===== src/rtl/eq_seq_pkg.sv =====
package eq_seq_pkg;
  typedef enum logic [2:0] {
    S_IDLE, S_PH0, S_PH1, S_PH2, S_PH3, S_DONE
  } eqState_t;

  typedef struct packed {
    logic       clrQual;
    logic       clrTimer;
    logic [1:0] expCode;
  } eqStrobe_t;
endpackage


===== src/rtl/eq_seq_datapath.sv =====
module eq_seq_datapath
  import eq_seq_pkg::*;
#(
  parameter int NUM_LANES = 4,
  parameter int QUAL_W    = 4,
  parameter int TIMER_W   = 16
) (
  input  logic                   clk,
  input  logic                   rstN,
  input  eqStrobe_t              strobe,
  input  logic [2*NUM_LANES-1:0] laneEc,
  input  logic [NUM_LANES-1:0]   laneValid,
  input  logic [NUM_LANES-1:0]   laneMask,
  input  logic [QUAL_W-1:0]      qualThresh,
  input  logic [TIMER_W-1:0]     timeoutLimit,
  output logic                   anyQual,
  output logic                   allQual,
  output logic                   timedOut
);
  localparam logic [QUAL_W-1:0]  QMAX = {QUAL_W{1'b1}};
  localparam logic [TIMER_W-1:0] TMAX = {TIMER_W{1'b1}};

  logic [NUM_LANES-1:0] laneQual;
  logic [TIMER_W-1:0]   timer;

  for (genvar g = 0; g < NUM_LANES; g++) begin : g_lane
    logic [QUAL_W-1:0] cnt;
    logic              match;
    assign match = laneValid[g] && (laneEc[2*g +: 2] == strobe.expCode);
    always_ff @(posedge clk) begin
      if (!rstN || strobe.clrQual || !match) cnt <= '0;
      else if (cnt != QMAX)                   cnt <= cnt + 1'b1;
    end
    assign laneQual[g] = laneMask[g] && (cnt >= qualThresh);
  end

  assign anyQual = |laneQual;
  assign allQual = (|laneMask) && (&(laneQual | ~laneMask));

  always_ff @(posedge clk) begin
    if (!rstN || strobe.clrTimer) timer <= '0;
    else if (timer != TMAX)       timer <= timer + 1'b1;
  end
  assign timedOut = (timer >= timeoutLimit);

  AST_QUAL_CLEARED: assert property (@(posedge clk) disable iff (!rstN)
    ($past(strobe.clrQual) && qualThresh != '0) |-> !anyQual);
endmodule


===== src/rtl/eq_seq_ctrl.sv =====
module eq_seq_ctrl
  import eq_seq_pkg::*;
(
  input  logic      clk,
  input  logic      rstN,
  input  logic      isUpstream,
  input  logic      skipTune,
  input  logic      startEq,
  input  logic      tuneDone,
  input  logic      anyQual,
  input  logic      allQual,
  input  logic      timedOut,
  output eqStrobe_t strobe,
  output logic [1:0] phase,
  output logic      eqActive,
  output logic      txEc,
  output logic      txEcHi,
  output logic      exitToLock,
  output logic      eqFailed
);
  eqState_t curState, nextState;
  logic     failNow;
  logic     qualOk;

  assign qualOk = isUpstream ? allQual : anyQual;

  always_comb begin
    nextState = curState;
    failNow   = 1'b0;
    unique case (curState)
      S_IDLE, S_DONE: if (startEq) nextState = S_PH0;
      S_PH0: begin
        if (qualOk)        nextState = S_PH1;
        else if (timedOut) failNow = 1'b1;
      end
      S_PH1: begin
        if (qualOk)        nextState = S_PH2;
        else if (timedOut) failNow = 1'b1;
      end
      S_PH2: begin
        if (skipTune || tuneDone) nextState = S_PH3;
        else if (timedOut)        failNow = 1'b1;
      end
      S_PH3: begin
        if (skipTune || tuneDone) nextState = S_DONE;
        else if (timedOut)        failNow = 1'b1;
      end
      default: nextState = S_IDLE;
    endcase
    if (failNow) nextState = S_DONE;
  end

  always_ff @(posedge clk) begin
    if (!rstN) begin
      curState <= S_IDLE;
      eqFailed <= 1'b0;
    end else begin
      curState <= nextState;
      if (failNow)                                    eqFailed <= 1'b1;
      else if (nextState == S_PH0 && curState != S_PH0) eqFailed <= 1'b0;
    end
  end

  always_comb begin
    unique case (curState)
      S_PH1:   phase = 2'd1;
      S_PH2:   phase = 2'd2;
      S_PH3:   phase = 2'd3;
      default: phase = 2'd0;
    endcase
  end

  assign eqActive   = (curState == S_PH0) || (curState == S_PH1) ||
                      (curState == S_PH2) || (curState == S_PH3);
  assign exitToLock = (curState == S_DONE);
  assign txEc       = eqActive & phase[0];
  assign txEcHi     = eqActive & phase[1];

  assign strobe.clrQual  = (nextState != curState) || !eqActive;
  assign strobe.clrTimer = (nextState != curState) || !eqActive;
  assign strobe.expCode  = isUpstream ? phase : phase + 2'd1;

  AST_PHASE_ORDER: assert property (@(posedge clk) disable iff (!rstN)
    (eqActive && $past(eqActive)) |->
      (phase == $past(phase) || phase == $past(phase) + 2'd1));
  AST_EXIT_QUIET: assert property (@(posedge clk) disable iff (!rstN)
    exitToLock |-> (!eqActive && !txEc && !txEcHi));
  AST_FAIL_AT_EXIT: assert property (@(posedge clk) disable iff (!rstN)
    eqFailed |-> exitToLock);
  AST_SKIP_ONE_CYCLE: assert property (@(posedge clk) disable iff (!rstN)
    (curState == S_PH2 && skipTune) |=> (curState == S_PH3));
endmodule


===== src/rtl/eq_phase_seq.sv =====
module eq_phase_seq
  import eq_seq_pkg::*;
#(
  parameter int NUM_LANES = 4,
  parameter int QUAL_W    = 4,
  parameter int TIMER_W   = 16
) (
  input  logic                   clk,
  input  logic                   rstN,
  input  logic                   isUpstream,
  input  logic                   skipTune,
  input  logic                   startEq,
  input  logic [NUM_LANES-1:0]   laneMask,
  input  logic [NUM_LANES-1:0]   laneValid,
  input  logic [2*NUM_LANES-1:0] laneEc,
  input  logic                   tuneDone,
  input  logic [QUAL_W-1:0]      qualThresh,
  input  logic [TIMER_W-1:0]     timeoutLimit,
  output logic [1:0]             phase,
  output logic                   eqActive,
  output logic [1:0]             txEc,
  output logic                   exitToLock,
  output logic                   eqFailed
);
  eqStrobe_t strobe;
  logic      anyQual, allQual, timedOut;
  logic      txEcLo, txEcHi;

  eq_seq_ctrl u_ctrl (
    .clk(clk), .rstN(rstN), .isUpstream(isUpstream), .skipTune(skipTune),
    .startEq(startEq), .tuneDone(tuneDone), .anyQual(anyQual),
    .allQual(allQual), .timedOut(timedOut), .strobe(strobe), .phase(phase),
    .eqActive(eqActive), .txEc(txEcLo), .txEcHi(txEcHi),
    .exitToLock(exitToLock), .eqFailed(eqFailed)
  );

  eq_seq_datapath #(.NUM_LANES(NUM_LANES), .QUAL_W(QUAL_W), .TIMER_W(TIMER_W)) u_dp (
    .clk(clk), .rstN(rstN), .strobe(strobe), .laneEc(laneEc),
    .laneValid(laneValid), .laneMask(laneMask), .qualThresh(qualThresh),
    .timeoutLimit(timeoutLimit), .anyQual(anyQual), .allQual(allQual),
    .timedOut(timedOut)
  );

  assign txEc = {txEcHi, txEcLo};
endmodule


===== config.mk =====
export PLATFORM = sky130hd
export DESIGN_NAME = eq_phase_seq
export DESIGN_NICKNAME = d
export VERILOG_FILES = /design/src/rtl/eq_seq_pkg.sv /design/src/rtl/eq_seq_datapath.sv /design/src/rtl/eq_seq_ctrl.sv /design/src/rtl/eq_phase_seq.sv
export SDC_FILE = /design/constraint.sdc
export NUM_CORES = 1
export LEC_CHECK = 0
export BUFFER_PORTS_ARGS = -buffer_cell sky130_fd_sc_hd__buf_2
export CORE_ASPECT_RATIO = 0.9
export CORE_UTILIZATION = 50
export DETAILED_ROUTE_END_ITERATION = 10
export GPL_TIMING_DRIVEN = 0
export PLACE_DENSITY_LB_ADDON = 0.15
export SLEW_MARGIN = 20
export SYNTH_ARGS = -nofsm -noshare
export SYNTH_HDL_FRONTEND = slang
export SYNTH_SLANG_ARGS = --single-unit

===== constraint.sdc =====
create_clock -name clk -period 2.69 [get_ports clk]
set_input_delay 0.1345 -clock clk [delete_from_list [all_inputs] [get_ports clk]]
set_output_delay 0.1345 -clock clk [all_outputs]
set_load 0.1 [all_outputs]

Word level (Yosys, flattened, before mapping). Index checks and enable logic that the tools add are counted.

$add $sub $neg: 6. Multipliers: 0. Divide/modulo/power cells: 0. Magnitude comparators: 5. Eq/ne operators: 17. Shift operators: 0. Muxes and demuxes: 16. Bitwise operators: 4. Reduce and logical (&&, ||, !) cells: 34.

Operators by type and width (number): 3-bit two-way mux (6); 16-bit by 1-bit adder with 16-bit output, second input constant (1); 4-bit by 1-bit adder with 4-bit output, second input constant (4); 16-bit greater-or-equal comparator (1); 4-bit greater-or-equal comparator (4); 16-bit != test, second input constant (1); 4-bit != test, second input constant (4); 3-bit one-hot mux with 5 select lines (1); 1-bit logical AND (10); 1-bit logical OR (10); 2-bit equality test (4); 4-bit OR reduction (2); 3-bit by 1-bit equality test with 1-bit output, second input constant (2); 3-bit by 2-bit equality test with 1-bit output, second input constant (2); 3-bit equality test, second input constant (2); 1-bit zero test (6); 1-bit two-way mux (6); 2-bit one-hot mux with 3 select lines (1); 2-bit OR reduction (3); 4-bit NOT (1); 4-bit bitwise OR (1); 4-bit AND reduction (1); 3-bit zero test (1); 3-bit by 1-bit != test with 1-bit output, second input constant (1); 6 further kinds (7).

Flip-flop bits (word level): 36. Bits in latches: 0. Memory bits (writable): 0. ROM bits: 0. Bits of input ports: 42. Logic and storage cells: 89. Memories kept: 0.

Depth between registers and ports, before layout. Gate-level depths: netlist (run 1).

Word-level depth: 13. Depth in mapped cells: 10. Mapped depth without buffers: 9.

Cells and area by module. Synthesis (run 1) repeated with hierarchy kept, for this count alone.

Cell total of the unflattened synthesis: 352. Area, all modules: 2847.7 um^2.

By module, submodules not included: eq_seq_datapath (instances 1, cells each 288, area each 2376.0 um^2, seq. area each 640.6 um^2); eq_seq_ctrl (instances 1, cells each 62, area each 456.7 um^2, seq. area each 80.1 um^2); eq_phase_seq (instances 1, cells each 2, area each 15.0 um^2, seq. area each 0.0 um^2).

Worst setup path before layout (run 1). Ideal clock, no wire load.

Kind: register to output. Start point: register u_ctrl.curState[0]. End point: output eqActive. Arrival: 2177 ps. Data required time: 2556 ps. Path slack: 379 ps. Cell stages (with the launch flop): 4. Buffers on the path: 1. Path through: dfxtp_1 -> buf_2 -> nor2_1 -> xnor2_1.

Cells in the longest elaborated chain, start to end: 4. Elaborated cells between the ends (all ways): 7.

RTL lines: from (decl) (RTL line eq_seq_ctrl.sv:21) `eqState_t curState, nextState;`; from (signal assigned) (RTL line eq_seq_ctrl.sv:58) `curState <= nextState;`; 3-bit by 1-bit equality test with 1-bit output / 3-bit by 2-bit equality test with 1-bit output (equally long branches) (RTL line eq_seq_ctrl.sv:73) `assign eqActive = (curState == S_PH0) || (curState == S_PH1) ||`; 1-bit logical OR (2 in series) (RTL line eq_seq_ctrl.sv:73); 1-bit logical OR (*) (RTL line eq_seq_ctrl.sv:74) `(curState == S_PH2) || (curState == S_PH3);`; to (decl) (RTL line eq_phase_seq.sv:20) `output logic eqActive,`.

Mark *: on every way between the ends. The rest lies on a longest branch, timed or not.

Worst setup path after layout (run 1).
Start point: register u_dp.timer[5]. End point: register u_dp.g_lane[3].cnt[3].

Cells in the longest elaborated chain, start to end: 9. Elaborated cells between the ends (all ways): 10.

RTL lines: from (decl) (RTL line eq_seq_datapath.sv:24) `logic [TIMER_W-1:0] timer;`; from (signal assigned) (RTL line eq_seq_datapath.sv:42) `else if (timer != TMAX) timer <= timer + 1'b1;`; 16-bit greater-or-equal comparator (*) (RTL line eq_seq_datapath.sv:44) `assign timedOut = (timer >= timeoutLimit);`; 1-bit two-way mux (*); 1-bit two-way mux (on tied branches) (RTL line eq_seq_ctrl.sv:45, eq_seq_ctrl.sv:37); 1-bit one-hot mux with 2 select lines (*) (RTL line eq_seq_ctrl.sv:30) `unique case (curState)`; 3-bit two-way mux (*) (RTL line eq_seq_ctrl.sv:50) `if (failNow) nextState = S_DONE;`; 3-bit != test (*) (RTL line eq_seq_ctrl.sv:79) `assign strobe.clrQual = (nextState != curState) || !eqActive;`; 1-bit logical OR (*) (RTL line eq_seq_ctrl.sv:79); 1-bit logical OR (*) (2 in series) (RTL line eq_seq_datapath.sv:31) `if (!rstN || strobe.clrQual || !match) cnt <= '0;`; to (signal assigned) (RTL line eq_seq_datapath.sv:32) `else if (cnt != QMAX) cnt <= cnt + 1'b1;`; to (decl) (RTL line eq_seq_datapath.sv:27) `logic [QUAL_W-1:0] cnt;`.

Marked as above. A chain may end at the register's enable or synchronous reset.

==> results of run 1 <==
==> report_power, final <==
part           switching [W]  internal (W)
Sequential        0.00000600      0.000538
Clock               0.000208      0.000274
Combinational       0.000141     0.0000880
Total               0.000355      0.000900
==> flip-flops by register name, indices dropped and copies added (netlist names) <==
signal,flops
u_ctrl.curState,3
u_ctrl.eqFailed,1
u_dp.g_lane.cnt,16
u_dp.timer,16
==> how the worst min path moves through the flow <==
stage,endpoint,slack (ns)
floorplan,u_ctrl.curState[2]$_SDFF_PN0_,0.27
finish,u_ctrl.curState[2]$_SDFF_PN0_,0.17
CTS,u_ctrl.curState[2]$_SDFF_PN0_,0.15
global route,u_ctrl.curState[2]$_SDFF_PN0_,0.17
global placement,u_ctrl.eqFailed$_SDFFE_PN0P_,0.47
detailed placement,u_ctrl.curState[2]$_SDFF_PN0_,0.46
==> cells in the final DEF, fill, tap and decap left out, types with 2 or more instances in the layout <==
cell type / synthesis / final
o211ai_1: 8 / 8
nor2_1: 15 / 15
a211oi_1: 2 / 2
nand2_1: 10 / 10
nor3b_2: 2 / 2
inv_1: 29 / 29
nor3_2: 1 / 2
xnor2_1: 18 / 18
nand3_1: 18 / 18
a21oi_2: 1 / 2
xor2_1: 9 / 9
o22ai_1: 2 / 2
a2111oi_0: 2 / 2
nand2b_1: 4 / 4
mux2i_1: 5 / 5
nand4_1: 2 / 2
nor4_1: 18 / 16
o21ai_0: 17 / 17
buf_4: 3 / 6
buf_6: 3 / 3
a21oi_1: 13 / 12
nor3b_1: 2 / 2
ha_1: 37 / 37
or4_4: 2 / 2
mux2_2: 4 / 4
clkbuf_8: 0 / 5
dfxtp_1: 36 / 35
nor4_2: 2 / 4
nand3b_1: 4 / 4
nor2b_1: 2 / 2
a31oi_1: 2 / 2
buf_2: 4 / 52
nor3_1: 21 / 20
a22oi_1: 3 / 3
==> metrics by stage <==
| step | setup TNS [ns] | total power [W] | worst slack, ns | instance area (µm²) |
|---|---|---|---|---|
| after floorplan | 0 | 0.000707 | 0.379 | 2800 |
| after global placement | 0 | 0.000772 | 0.151 | 3120 |
| after detailed placement | 0 | 0.000778 | 0.0552 | 3120 |
| after CTS | 0 | 0.00126 | 0.0343 | 3230 |
| after global routing | -0.0934 | 0.00132 | -0.0271 | 3290 |
| final | 0 | 0.00126 | 0.209 | 3290 |
==> layer usage <==
metal | up-vias | global-route usage [%] | share of wire [%]
li1 | 1309 | - | -
met1 | 1151 | 30.0 | 49
met2 | 61 | 35.5 | 45
met3 | 6 | 4.00 | 4.6
met4 | 0 | 7.14 | 1.3
met5 | - | 0 | 0
==> worst reg2reg max path, delay by kind of cell, from the launching register on <==
family | cells | cell delay [ns]
AND/OR/NAND/NOR | 2 | 0.48
buffers and inverters | 2 | 0.33
adder cells (fa/ha/maj) | 1 | 0.26
flip-flops | 1 | 0.39
AO/OA/AOI/OAI | 4 | 0.93
==> cell families (layout without fill, tap and decap cells) <==
kind of cell | after synthesis | in the layout | synth area share (%)
flops | 36 | 36 | 25.8
mux | 9 | 9 | 3.40
buf+inv | 41 | 100 | 6.89
fa+ha+maj | 37 | 37 | 16.6
xor+xnor | 27 | 27 | 8.46
simple gates | 109 | 109 | 23.1
compound gates | 63 | 63 | 15.8
==> timing repair <==
action | in CTS | in global routing
gates resized for setup | 0 | 8
buffers inserted | 0 | 3
hold buffers | 0 | 0
endpoints found under the setup margin | 0 | 32
==> cell type report <==
type	count	area, µm²
clock buffer	5	68.8
clock inverter	3	42.5
inverter	29	109
timing repair buffer	51	263
buffer	12	85.1
tap	67	83.8
fill	493	2030
multi-input combinational	245	1910
sequential	36	722
==> run metrics, run 1 <==
status=finished clean; crit end category=register; DRT antenna net count=0; die extent in x=80.8 µm; WP data arrival=2.68 ns; non-filler cells, final=448; Num CTS Buffers=5; sequential element share of the synthesized area=25.8%; Std-Cell Rows=25; Syn Inst Count=322; vias per cell=5.64; Slew HR=63.6%; ys async rst share=0%; # IOs=49; share of the synthesized area in the top cell type=25.8%; Slew Viols, Final=0; CP Launch Type=register; largest cells by area after synthesis=dfxtp_1 (26%), ha_1 (17%), xnor2_1 (5.6%), nor4_1 (4.0%), inv_1 (3.9%); Final setup viols=0; DR iter-0 viols=82; Final Hold Violating Endpoints=0; max-cap viol count=0; most instantiated cells after synthesis=ha_1 (37), dfxtp_1 (36), inv_1 (29), nor3_1 (21); clk_skew=0.00658 ns; Primary FF master, synth=dfxtp_1; worst-skew pair later-pin latency=0.29 ns; Critical Path RT=2.89 ns; Clock Pin Slew Worst Setup and Hold Paths=0.08 ns; Synth cell types=53; slowest stage delay, CP=0.39 ns; Max FO, Critical Path=10; number of port buffers=48; Starting Density=52.6%; nets@finish=459; grt ovf=0; cell depth of the worst setup path=9; Tightest Pin Transition=0.542 ns; vias in the first global route=2,238; initial antenna violation count=0; CTS root buffer=clkbuf_8; first-pass GRT wire length=10,100 µm; Max Freq=403 MHz; Period Utilization, post-route=92.2%; hold_ws=0.167 ns; min cycle time layout=2.48 ns; gr usage total=22.1%; synthesis-to-finish area growth=17.6%; first-pass iteration count of the detailed router=4; Hold Crit Class=input pin to register; buffers and inverters on the worst path=2; most frequent cell after synthesis=ha_1; vias post-DR=2,527; critical path's slowest cell=dfxtp_1; Core Area=5320 µm²; DIE AREA=5890 µm²; total power per unit cell area=382 nW/µm²; WL final=6010 µm; Hold Crit Start=rstN; DR WL/cell=13.4 µm; Seq cells post-synth=36; Setup CP Type=register to register; post-synth top area cell=dfxtp_1; EDFF count, synth=0; Remaining DRCs=0; CTS Sinks=36; clk buf depth=2; Synth Warn #=0; worst r2r src=u_dp.timer[5]$_SDFFE_PP0P_; Cells after DPL=437; # H-tree levels=2; share of cells above drive strength 1=24.9%; Min-Delay Path Depth=3; Critical Path Sink=u_dp.g_lane[3].cnt[3]$_SDFFE_PP0P_; worst-path cell chain=ha_1, a22o_1, o41ai_4, a21oi_2, nor2_1, o311ai_4, buf_4, buf_6, nor4_2; Syn Nets=401; CP top delay family=compound AO/OA/AOI/OAI gates; Final Util=61.8%; R2R depth=9; Register-to-Register Setup Slack=0.21 ns; GP Congestion=0.816; P_leak=1.40 nW; CP Launch Point=u_dp.timer[5]$_SDFFE_PP0P_; die span in y=72.9 µm; Post-Syn Area per Cell=8.68 µm²; worst vdd ir=0.000241 V; CTS tree=yes; worst reg2reg endpoint=u_dp.g_lane[3].cnt[3]$_SDFFE_PP0P_; largest net degree at the start of global routing=13; antenna cells=0; dpl hpwl=4720 µm; Syn Std Cell Area=2800 µm²
Power figures use the tool's default switching activity.
==> run 2: changes to the inputs <==
--- a/config.mk
+++ b/config.mk
@@ -10,7 +10,7 @@
 export CORE_UTILIZATION = 50
 export DETAILED_ROUTE_END_ITERATION = 10
 export GPL_TIMING_DRIVEN = 0
-export PLACE_DENSITY_LB_ADDON = 0.15
+export PLACE_DENSITY = 0.73
 export SLEW_MARGIN = 20
 export SYNTH_ARGS = -nofsm -noshare
 export SYNTH_HDL_FRONTEND = slang
==> run 2 against run 1 <==
  * Via count decreased by 2.3%
  * Routed wire length fell by 4.1%
  * Critical path type unchanged
  * Fmax decreased by 0.89%
  * Largest cell class unchanged
  * Power fell by 7.3%
  * Global-route usage is 0.80 points lower
  * Die area unchanged
  * Clock skew is 0.0017 ns higher
  * Highest routed layer unchanged
  * Sequential power is essentially flat
==> run metrics, run 2 (same netlist as run 1, synthesis figures left out) <==
status=finished clean; vias per cell=5.55 (-1.7%); Final Util=60.6% (-1.2 points); grt ovf=0 (unchanged); commonest non-fill, non-tap cells in the layout=buf_2 (52), ha_1 (37), dfxtp_1 (36), inv_1 (29), nor3_1 (20); nets@finish=456 (-0.65%); hold buffers post-CTS=0 (unchanged); largest net degree at the start of global routing=12 (-1); CTS Sinks=36 (unchanged); hold_ws=0.166 ns (-0.00116 ns); P_leak=1.38 nW (-1.5%); register area=721 µm² (-0.17%); Critical Path RT=2.85 ns (-0.04 ns); Final setup viols=0 (unchanged); postcts setup bufs=0 (unchanged); CTS tree=yes; Setup CP Type=register to register; Remaining DRCs=0 (unchanged); FILL cells=500 (+1.4%); worst vdd ir=0.000193 V (-20%); DR WL/cell=13.0 µm (-3.5%); clk_skew=0.00829 ns (+0.00171 ns); first-pass GRT wire length=9870 µm (-1.9%); dpl hpwl=4610 µm (-2.3%); die span in y=72.9 µm (unchanged); CP Launch Type=register; first-pass iteration count of the detailed router=4 (unchanged); max-cap viol count=0 (unchanged); Core Area=5320 µm² (unchanged); clk buf depth=2 (unchanged); DR iter-0 viols=128 (+56%); die extent in x=80.8 µm (unchanged); share of cells above drive strength 1=23.5% (-1.4 points); Slew HR=64.3% (+0.67 points); # resized after CTS=0 (unchanged); number of port buffers=48 (unchanged); crit end category=register; initial antenna violation count=0 (unchanged); # H-tree levels=2 (unchanged); Hold Crit Class=input pin to register; total power per unit cell area=361 nW/µm² (-5.4%); GP Congestion=0.841 (+3.1%); worst-skew pair later-pin latency=0.29 ns (about the same); min cycle time layout=2.50 ns (+0.0223 ns); Starting Density=52.6% (unchanged); vias in the first global route=2,253 (+0.67%); antenna cells=0 (unchanged); WL final=5770 µm (-4.1%); Std-Cell Rows=25 (unchanged); Final Hold Violating Endpoints=0 (unchanged); Max Freq=399 MHz (-0.89%); Num CTS Buffers=5 (unchanged); Max FO, Critical Path=10 (unchanged); Slew Viols, Final=0 (unchanged); gr usage total=21.3% (-0.80 points); CTS root buffer=clkbuf_8; Period Utilization, post-route=93.1% (+0.83 points); # IOs=49 (unchanged); Clock Pin Slew Worst Setup and Hold Paths=0.07 ns (about the same); DRT antenna net count=0 (unchanged); DIE AREA=5890 µm² (unchanged); Tightest Pin Transition=0.534 ns (-0.00863 ns); WP data arrival=2.66 ns (-0.02 ns); most common cell after layout, fill and taps aside=buf_2; biggest regs=u_dp.g_lane.cnt x16, u_dp.timer x16, u_ctrl.curState x3; vias post-DR=2,468 (-2.3%); Multi-input gate area=1890 µm² (-1.2%); synthesis-to-finish area growth=15.3%
==> run 2: changes by cell type in the layout (fill, tap and decap cells not counted), sizes merged <==
cell      delta
buf          -3
bufinv       -1
clkbuf       +1
clkinv       +1
clkinvlp     -1
==> run 2: metal layers <==
layer | GRT usage (%) | up-vias | share of wire (%)
met1 | 29.4 | 1118 | 50
met5 | 0 | - | 0
li1 | - | 1304 | -
met3 | 3.62 | 5 | 4.1
met2 | 33.3 | 41 | 45
met4 | 7.74 | 0 | 1.1
==> run 2: path summary, 6_finish.rpt <==
kind | from | to | slack, ns | cells past startpoint
min | rstN | u_ctrl.curState[2]$_SDFF_PN0_ | 0.17 | 3
max | u_dp.g_lane[0].cnt[0]$_SDFFE_PP0P_ | u_ctrl.curState[1]$_SDFF_PN0_ | 0.19 | 10
min reg2reg | u_ctrl.eqFailed$_SDFFE_PN0P_ | u_ctrl.eqFailed$_SDFFE_PN0P_ | 0.48 | 2
max reg2reg | u_dp.g_lane[0].cnt[0]$_SDFFE_PP0P_ | u_ctrl.curState[1]$_SDFF_PN0_ | 0.19 | 10
==> run 2: critical path, stage by stage, from the launching register on <==
cell,delay [ns]
dfxtp_1,0.40
inv_1,0.07
ha_1,0.26
nor3b_1,0.25
o21ai_0,0.14
a22oi_1,0.18
a22oi_2,0.17
o21a_1,0.24
o311ai_4,0.40
buf_6,0.21
nor3_1,0.05
==> run 2: through the flow <==
stage / total power, W / setup TNS (ns) / area, µm² / std cells / worst slack, ns
2_1_floorplan: 0.000707 / 0 / 2800 / 322 / 0.379
3_3_place_gp: 0.000772 / 0 / 3120 / 437 / 0.128
3_5_place_dp: 0.000777 / 0 / 3120 / 437 / 0.138
4_1_cts: 0.00117 / 0 / 3210 / 445 / 0.122
5_1_grt: 0.00123 / -0.000397 / 3220 / 445 / -0.000397
6_report: 0.00116 / 0 / 3220 / 445 / 0.187
==> run 2: power by group <==
group          switching, W  internal (W)  total [W]  leakage (nW)
combinational      0.000137     0.0000847   0.000222          1.04
clock              0.000194      0.000204   0.000398        0.0510
sequential       0.00000599      0.000538   0.000544         0.290
==> run 2: area by class of cell <==
class | count | share of cell area [%]
Buffer | 12 | 2.64
Clock buffer | 6 | 2.56
Clock inverter | 2 | 0.311
Inverter | 29 | 3.38
Multi-Input combinational cell | 245 | 58.7
Sequential cell | 36 | 22.4
Tap cell | 67 | 2.60
Timing Repair Buffer | 48 | 7.46
